[src/rtl/load_use_pkg.sv]
package load_use_pkg;

   // Selects whether the datapath forwards load data from the memory stage.
   typedef enum logic {
      LU_NO_BYPASS = 1'b0,
      LU_BYPASS    = 1'b1
   } lu_mode_e;

endpackage

[src/rtl/lu_src_cmp.sv]
module lu_src_cmp #(
   parameter int REG_W      = 5,
   parameter bit ZERO_CONST = 1'b1
) (
   input  logic [REG_W-1:0] src,
   input  logic             src_rd,
   input  logic             prod_vld,
   input  logic [REG_W-1:0] prod_dst,
   output logic             hit
);

   logic same_reg;
   logic src_is_zero;

   assign same_reg    = (src == prod_dst);
   assign src_is_zero = ZERO_CONST && (src == '0);
   assign hit         = prod_vld && src_rd && same_reg && !src_is_zero;

   always_comb begin
      if (src_rd === 1'b0) begin
         a_r6_unread_ignored: assert (hit !== 1'b1);
      end
      if (ZERO_CONST && (src === '0)) begin
         a_r5_zero_ignored: assert (hit !== 1'b1);
      end
   end

endmodule

[src/rtl/lu_mem_shadow.sv]
module lu_mem_shadow #(
   parameter int REG_W = 5
) (
   input  logic             clk,
   input  logic             rst_n,
   input  logic             ex_load,
   input  logic [REG_W-1:0] ex_dst,
   output logic             mem_vld,
   output logic [REG_W-1:0] mem_dst
);

   // The execute stage always advances, so the next memory stage is the current execute.
   always_ff @(posedge clk or negedge rst_n) begin
      if (!rst_n) begin
         mem_vld <= 1'b0;
         mem_dst <= '0;
      end else begin
         mem_vld <= ex_load;
         mem_dst <= ex_dst;
      end
   end

   a_r1_shadow_cleared: assert property (@(posedge clk) !rst_n |=> !mem_vld);

endmodule

[src/rtl/lu_stall_ctrl.sv]
module lu_stall_ctrl #(
   parameter int NUM_SRC = 2
) (
   input  logic [NUM_SRC-1:0] ex_hits,
   input  logic [NUM_SRC-1:0] mem_hits,
   output logic               pc_we,
   output logic               ifid_we,
   output logic               idex_bubble
);

   logic stall;

   assign stall       = (|ex_hits) || (|mem_hits);
   assign pc_we       = !stall;
   assign ifid_we     = !stall;
   assign idex_bubble = stall;

endmodule

[src/rtl/load_use_stall.sv]
module load_use_stall
   import load_use_pkg::*;
#(
   parameter int       REG_W      = 5,
   parameter int       NUM_SRC    = 2,
   parameter lu_mode_e MODE       = LU_BYPASS,
   parameter bit       ZERO_CONST = 1'b1
) (
   input  logic                     clk,
   input  logic                     rst_n,
   input  logic [NUM_SRC*REG_W-1:0] id_src_idx,
   input  logic [NUM_SRC-1:0]       id_src_rd,
   input  logic                     ex_load,
   input  logic [REG_W-1:0]         ex_dst,
   output logic                     pc_we,
   output logic                     ifid_we,
   output logic                     idex_bubble
);

   localparam int SRC_BUS_W = NUM_SRC * REG_W;
   localparam bit WATCH_MEM = (MODE == LU_NO_BYPASS);

   if (REG_W < 1 || REG_W > 8) begin : g_bad_reg_w
      $error("load_use_stall: REG_W must lie in 1..8");
   end
   if (NUM_SRC < 1 || NUM_SRC > 4) begin : g_bad_num_src
      $error("load_use_stall: NUM_SRC must lie in 1..4");
   end
   if (SRC_BUS_W != $bits(id_src_idx)) begin : g_bad_bus
      $error("load_use_stall: source bus width mismatch");
   end

   logic             shadow_vld;
   logic [REG_W-1:0] shadow_dst;
   logic             mem_prod_vld;
   logic [NUM_SRC-1:0] ex_hits;
   logic [NUM_SRC-1:0] mem_hits;

   lu_mem_shadow #(.REG_W(REG_W)) u_shadow (
      .clk     (clk),
      .rst_n   (rst_n),
      .ex_load (ex_load),
      .ex_dst  (ex_dst),
      .mem_vld (shadow_vld),
      .mem_dst (shadow_dst)
   );

   // The memory-stage load is a producer only when no bypass path exists.
   assign mem_prod_vld = shadow_vld && WATCH_MEM;

   for (genvar i = 0; i < NUM_SRC; i++) begin : g_src
      lu_src_cmp #(.REG_W(REG_W), .ZERO_CONST(ZERO_CONST)) u_ex_cmp (
         .src      (id_src_idx[i*REG_W +: REG_W]),
         .src_rd   (id_src_rd[i]),
         .prod_vld (ex_load),
         .prod_dst (ex_dst),
         .hit      (ex_hits[i])
      );
      lu_src_cmp #(.REG_W(REG_W), .ZERO_CONST(ZERO_CONST)) u_mem_cmp (
         .src      (id_src_idx[i*REG_W +: REG_W]),
         .src_rd   (id_src_rd[i]),
         .prod_vld (mem_prod_vld),
         .prod_dst (shadow_dst),
         .hit      (mem_hits[i])
      );
   end

   lu_stall_ctrl #(.NUM_SRC(NUM_SRC)) u_ctrl (
      .ex_hits     (ex_hits),
      .mem_hits    (mem_hits),
      .pc_we       (pc_we),
      .ifid_we     (ifid_we),
      .idex_bubble (idex_bubble)
   );

   // Set one cycle after reset so that $past never reaches into reset.
   logic past_ok;
   always_ff @(posedge clk or negedge rst_n) begin
      if (!rst_n) past_ok <= 1'b0;
      else        past_ok <= 1'b1;
   end

   if (MODE == LU_BYPASS) begin : g_chk_bypass
      // a bubble in execute releases the held consumer
      a_r8_bypass_release: assert property (@(posedge clk) disable iff (!rst_n)
         (past_ok && $past(idex_bubble) && !ex_load) |-> (pc_we && ifid_we));
   end else begin : g_chk_nobypass
      // the load that left execute still holds the unchanged consumer
      a_r9_second_stall: assert property (@(posedge clk) disable iff (!rst_n)
         (past_ok && $past(idex_bubble && ex_load && (|ex_hits))
          && $stable(id_src_idx) && $stable(id_src_rd)) |-> idex_bubble);
   end

endmodule

[config.mk]
export PLATFORM = sky130hd
export DESIGN_NAME = load_use_stall
export DESIGN_NICKNAME = d
export VERILOG_FILES = /design/src/rtl/load_use_pkg.sv /design/src/rtl/lu_src_cmp.sv /design/src/rtl/lu_mem_shadow.sv /design/src/rtl/lu_stall_ctrl.sv /design/src/rtl/load_use_stall.sv
export SDC_FILE = /design/constraint.sdc
export NUM_CORES = 1
export LEC_CHECK = 0
export BUFFER_PORTS_ARGS = -buffer_cell sky130_fd_sc_hd__clkbuf_2
export CORE_AREA = 2 2 39 41
export DETAILED_ROUTE_END_ITERATION = 10
export DIE_AREA = 0 0 41 43
export PLACE_DENSITY_LB_ADDON = 0.08
export SYNTH_ARGS = -nofsm -noshare
export SYNTH_HDL_FRONTEND = slang
export SYNTH_SLANG_ARGS = --single-unit
[constraint.sdc]
create_clock -name vclk -period 1.18
set_input_delay 0.059 -clock vclk [all_inputs]
set_output_delay 0.059 -clock vclk [all_outputs]
set_load 0.01 [all_outputs]
## Word level (Yosys, flattened, before mapping)

Index checks and enable logic that the tools add are counted.

| operators by class | value |
|---|---|
| reductions and logical operators | 12 |
| equal/unequal tests | 2 |

Operators with widths:

| kind | number |
|---|---|
| $eq A5 B5 Y1 | 2 |
| $logic_not A5 Y1 | 2 |
| $logic_and A1 B1 Y1 | 6 |
| $logic_not A1 Y1 | 3 |
| $reduce_or A2 Y1 | 1 |

| storage, ports and cells | value |
|---|---|
| output and inout port bits | 3 |
| register bits | 0 |
| logic and storage cells | 14 |
| input bits | 20 |

## Depth between registers and ports, before layout

| depth | value |
|---|---|
| depth in word-level cells | 5 |
| gate-level depth with buffers | 5 |

## Cells and area by module

Synthesis repeated with hierarchy kept, for this count alone.

| second synthesis, totals | value |
|---|---|
| cell total of the unflattened synthesis | 50 |
| area total of the unflattened synthesis | 480.5 µm² |

By module, submodules not included:

| module | times used | cells each | area each (µm²) | sequential area each (µm²) |
|---|---|---|---|---|
| lu_src_cmp | 4 | 10 | 76.3 | 0.0 |
| lu_mem_shadow | 1 | 6 | 150.1 | 150.1 |
| lu_stall_ctrl | 1 | 3 | 21.3 | 0.0 |
| load_use_stall | 1 | 1 | 3.8 | 0.0 |

## Worst setup path before layout

Ideal clock, no wire load.

| timing path | value |
|---|---|
| kind | input to output |
| start | input port id_src_idx[0] |
| end | output port pc_we |
| cell stages on the path | 4 |
| setup slack | 0.051 ns |
| arrival time | 1.070 ns |
| path through | or4_1 > a21oi_2 > o21a_1 > buf_4 |

| on the way | value |
|---|---|
| cells in the longest elaborated chain, start to end | 5 |

Ends and longest elaborated chain:

| what | line | text |
|---|---|---|
| start, declared | load_use_stall.sv:11 | `input logic [NUM_SRC*REG_W-1:0] id_src_idx,` |
| $eq A5 B5 Y1 or $logic_not A5 Y1 (tied branches) | n/a |  |
| $logic_and A1 B1 Y1 or $logic_not A1 Y1 (tied branches) | n/a |  |
| $logic_and A1 B1 Y1 * | lu_src_cmp.sv:17 | `assign hit = prod_vld && src_rd && same_reg && !src_is_zero;` |
| $reduce_or A2 Y1 * | lu_stall_ctrl.sv:13 | `assign stall = (\|ex_hits) \|\| (\|mem_hits);` |
| $logic_not A1 Y1 * | n/a |  |
| end, declared | load_use_stall.sv:15 | `output logic pc_we,` |

Every way passes the cells marked *; elsewhere a longest branch is shown, timed or not.

## Worst setup path in the final report

| timing path | value |
|---|---|
| start | input port id_src_idx[0] |
| end | output port ifid_we |

| on the way | value |
|---|---|
| cells in the longest elaborated chain, start to end | 5 |

Ends and longest elaborated chain:

| what | line | text |
|---|---|---|
| $eq A5 B5 Y1 or $logic_not A5 Y1 (tied branches) | n/a |  |
| $logic_and A1 B1 Y1 or $logic_not A1 Y1 (tied branches) | n/a |  |
| $logic_and A1 B1 Y1 * | lu_src_cmp.sv:17 |  |
| $reduce_or A2 Y1 * | lu_stall_ctrl.sv:13 |  |
| $logic_not A1 Y1 * | lu_stall_ctrl.sv:15 | `assign ifid_we = !stall;` |
| end, declared | load_use_stall.sv:16 | `output logic ifid_we,` |

Marked as above.

==> out/results.tsv <==
stage	metric	value	unit
synth	Post-Syn Nets	42	
placed_design	DP HPWL	506.6	um
placed_design	placed cell areas	287.8	um2
routing	DR vias/cell	3.915	
critical_path	most frequent cell on the critical path	buf_6	
sta	max frequency	0.8608	GHz
cells_and_area	area occupied by multi-input gates	170.2	um2
cells_and_area	Layout fillers	165	
grt	largest net degree at the start of global routing	5	
critical_path	largest delay contributor family on the critical path	compound AO/OA/AOI/OAI gates	
power	VDD IR max	0.0001058	V
sta	final hold vios	0	
sta	RSZ-0062 raised after global routing	true	
cells_and_area	layout cell share with drive strength beyond 1	0.5814	
grt	Remaining Overflow, GRT	0	
grt	initial antenna violation count	0	
sta	final setup violating endpoints	0	
routing	Detailed Route Iter0 Violations	0	
power	Int Power	0.00005467	W
sta	Final Max Tran Viols	0	
die	die width	41	um
synth	synth warn	0	
routing	Vias	231	
critical_path	worst setup path class	input pin to output port	
die	chip height	43	um
critical_path	delay of the slowest critical-path stage	300	ps
routing	drt pass-1 iters	1	
power	PwrDens	292.4	mW/mm2
power	Seq pwr share	0	
cells_and_area	CLK BUF	0	
power	clock power share	0	
sta	Worst Tran Pin Value	244.6	ps
critical_path	WP buf/inv	3	
cells_and_area	Layout Nets	65	
critical_path	slowest cell on the critical path	a2111o_1	
grt	first-pass GRT wire length	828	um
synth	Seq/Total Area, Yosys	0	
critical_path	crit path max fanout	2	
routing	ANT nets after route	0	
routing	DRC	0	
power	Psw	0.00003973	W
cells_and_area	antenna cells	0	
synth	Avg Cell Area, Syn	7.393	um2
die	Core ar.	0.001384	mm2
critical_path	crit-path cells	buf_6 > buf_6 > xnor2_2 > nand3_1 > a2111o_1 > o21a_1 > buf_2	
placed_design	routability cong.	0.6119	
synth	Yosys top cell by area	xnor2_1	
critical_path	Setup crit start kind	input pin	
sta	final setup margin	18.23	ps
sta	Slew HR	0.8355	
synth	Synth Instances	22	
die	Die Area	0.001763	mm2
grt	vias in the first global route	213	
sta	post-route clock period utilization	0.9846	
synth	Post-Syn Area	162.7	um2
critical_path	Worst EP arrival	1100	ps
sta	crit path time final	1162	ps
cells_and_area	Seq Cell Count	0	
placed_design	port bufs	21	
synth	Synth area leaders	xnor2_1 (22%), xor2_1 (22%), a2111o_1 (6.9%)	
power	switching share of power	0.4208	
die	Initial Util	0.1175	
status	status	completed	
cells_and_area	area grow syn2layout	98.46	%
routing	Avg WL per Cell	9.390	um
flow_run	max_cap viols	0	
critical_path	CP required	1120	ps
grt	total track usage	0.06194	
cts	Hold Buf Count CTS	0	
power	cell leakage power	0.1470	nW
cells_and_area	post-layout util	0.2333	
cells_and_area	Reg area	0	um2
placed_design	pre-CTS setup slack	-46.59	ps
die	num rows	14	
routing	final wirelength	554	um
synth	post-synthesis cell type count	15	
synth	share of the synthesized area in the top cell type	0.2154	
power	combinational power share	1.000	
die	# IOs	23	
critical_path	CP Capture Type	output port	
worst_hold_path	HP Class	input pin to output port	
cells_and_area	fin area	322.8	um2
area by class of cell:
class / count / area share
Inverter: 1 / 0.01163
Multi-Input combinational cell: 20 / 0.5271
Tap cell: 16 / 0.06202
Timing Repair Buffer: 22 / 0.3992
synth_stat cells:
cell and count:
xnor2_1 4, xor2_1 4, o21ai_0 2, a2111o_1 1, a21oi_2 1, buf_4 1
inv_1 1, nand2_1 1, nand3_1 1, nand3b_1 1, nor3_1 1, nor4_1 1
o2111ai_1 1, o21a_1 1, or4_1 1
cells by family (layout without fill, tap and decap cells):
logic type	after synthesis	after routing	synth area share
buffers and inverters	2	23	0.06923
XOR/XNOR	8	8	0.4307
AND/OR/NAND/NOR	6	6	0.2154
AO/OA/AOI/OAI	6	6	0.2846
metrics by stage:
stage / TNS [ps] / std cells / power (W) / hold slack [ps]
final: 0 / 59 / 0.00009440 / 550.3
after global routing: -159.8 / 59 / 0.0001047 / 612.4
after CTS: -20.06 / 59 / 0.00008937 / 539.2
after detailed placement: -90.96 / 59 / 0.00008297 / 538.1
after global placement: -35.43 / 59 / 0.00008086 / 531.1
after floorplan: 0 / 22 / 0.00003491 / 346.3
per-layer routing:
layer	GRT usage	share of wire
met1	0.09177	0.45
met2	0.1031	0.42
met3	0	0.13
met4	0	0
met5	0	0
path summary, 6_finish.rpt:
path          end  cells past startpoint           from  slack [ps]
max       ifid_we                      7  id_src_idx[0]          20
min   idex_bubble                      4  id_src_idx[4]         550
power groups by stage:
stage | Combinational, W | Sequential, W | Clock, W
floorplan | 0.0000349 | 0 | 0
global placement | 0.0000809 | 0 | 0
detailed placement | 0.0000830 | 0 | 0
CTS | 0.0000894 | 0 | 0
global route | 0.000105 | 0 | 0
finish | 0.0000944 | 0 | 0
placed cells by master (no fill, tap or decap):
cell type	n
buf_2	2
nand3_1	1
inv_1	1
xnor2_2	1
nand3b_1	1
nor4_1	1
xor2_1	4
nand2_1	1
o21ai_0	2
or4_4	1
xnor2_1	3
o2111ai_1	1
buf_6	3
clkbuf_2	17
nor3_1	1
a2111o_1	1
a21oi_4	1
o21a_1	1
timing repair:
| action | CTS | global route |
|---|---|---|
| pin swaps | 2 | 1 |
| setup endpoints to repair | 2 | 3 |
| endpoints found under the hold margin | 0 | 0 |
| buffers inserted | 0 | 0 |
| resized for setup | 3 | 6 |
(Power assumes the default switching activity.)
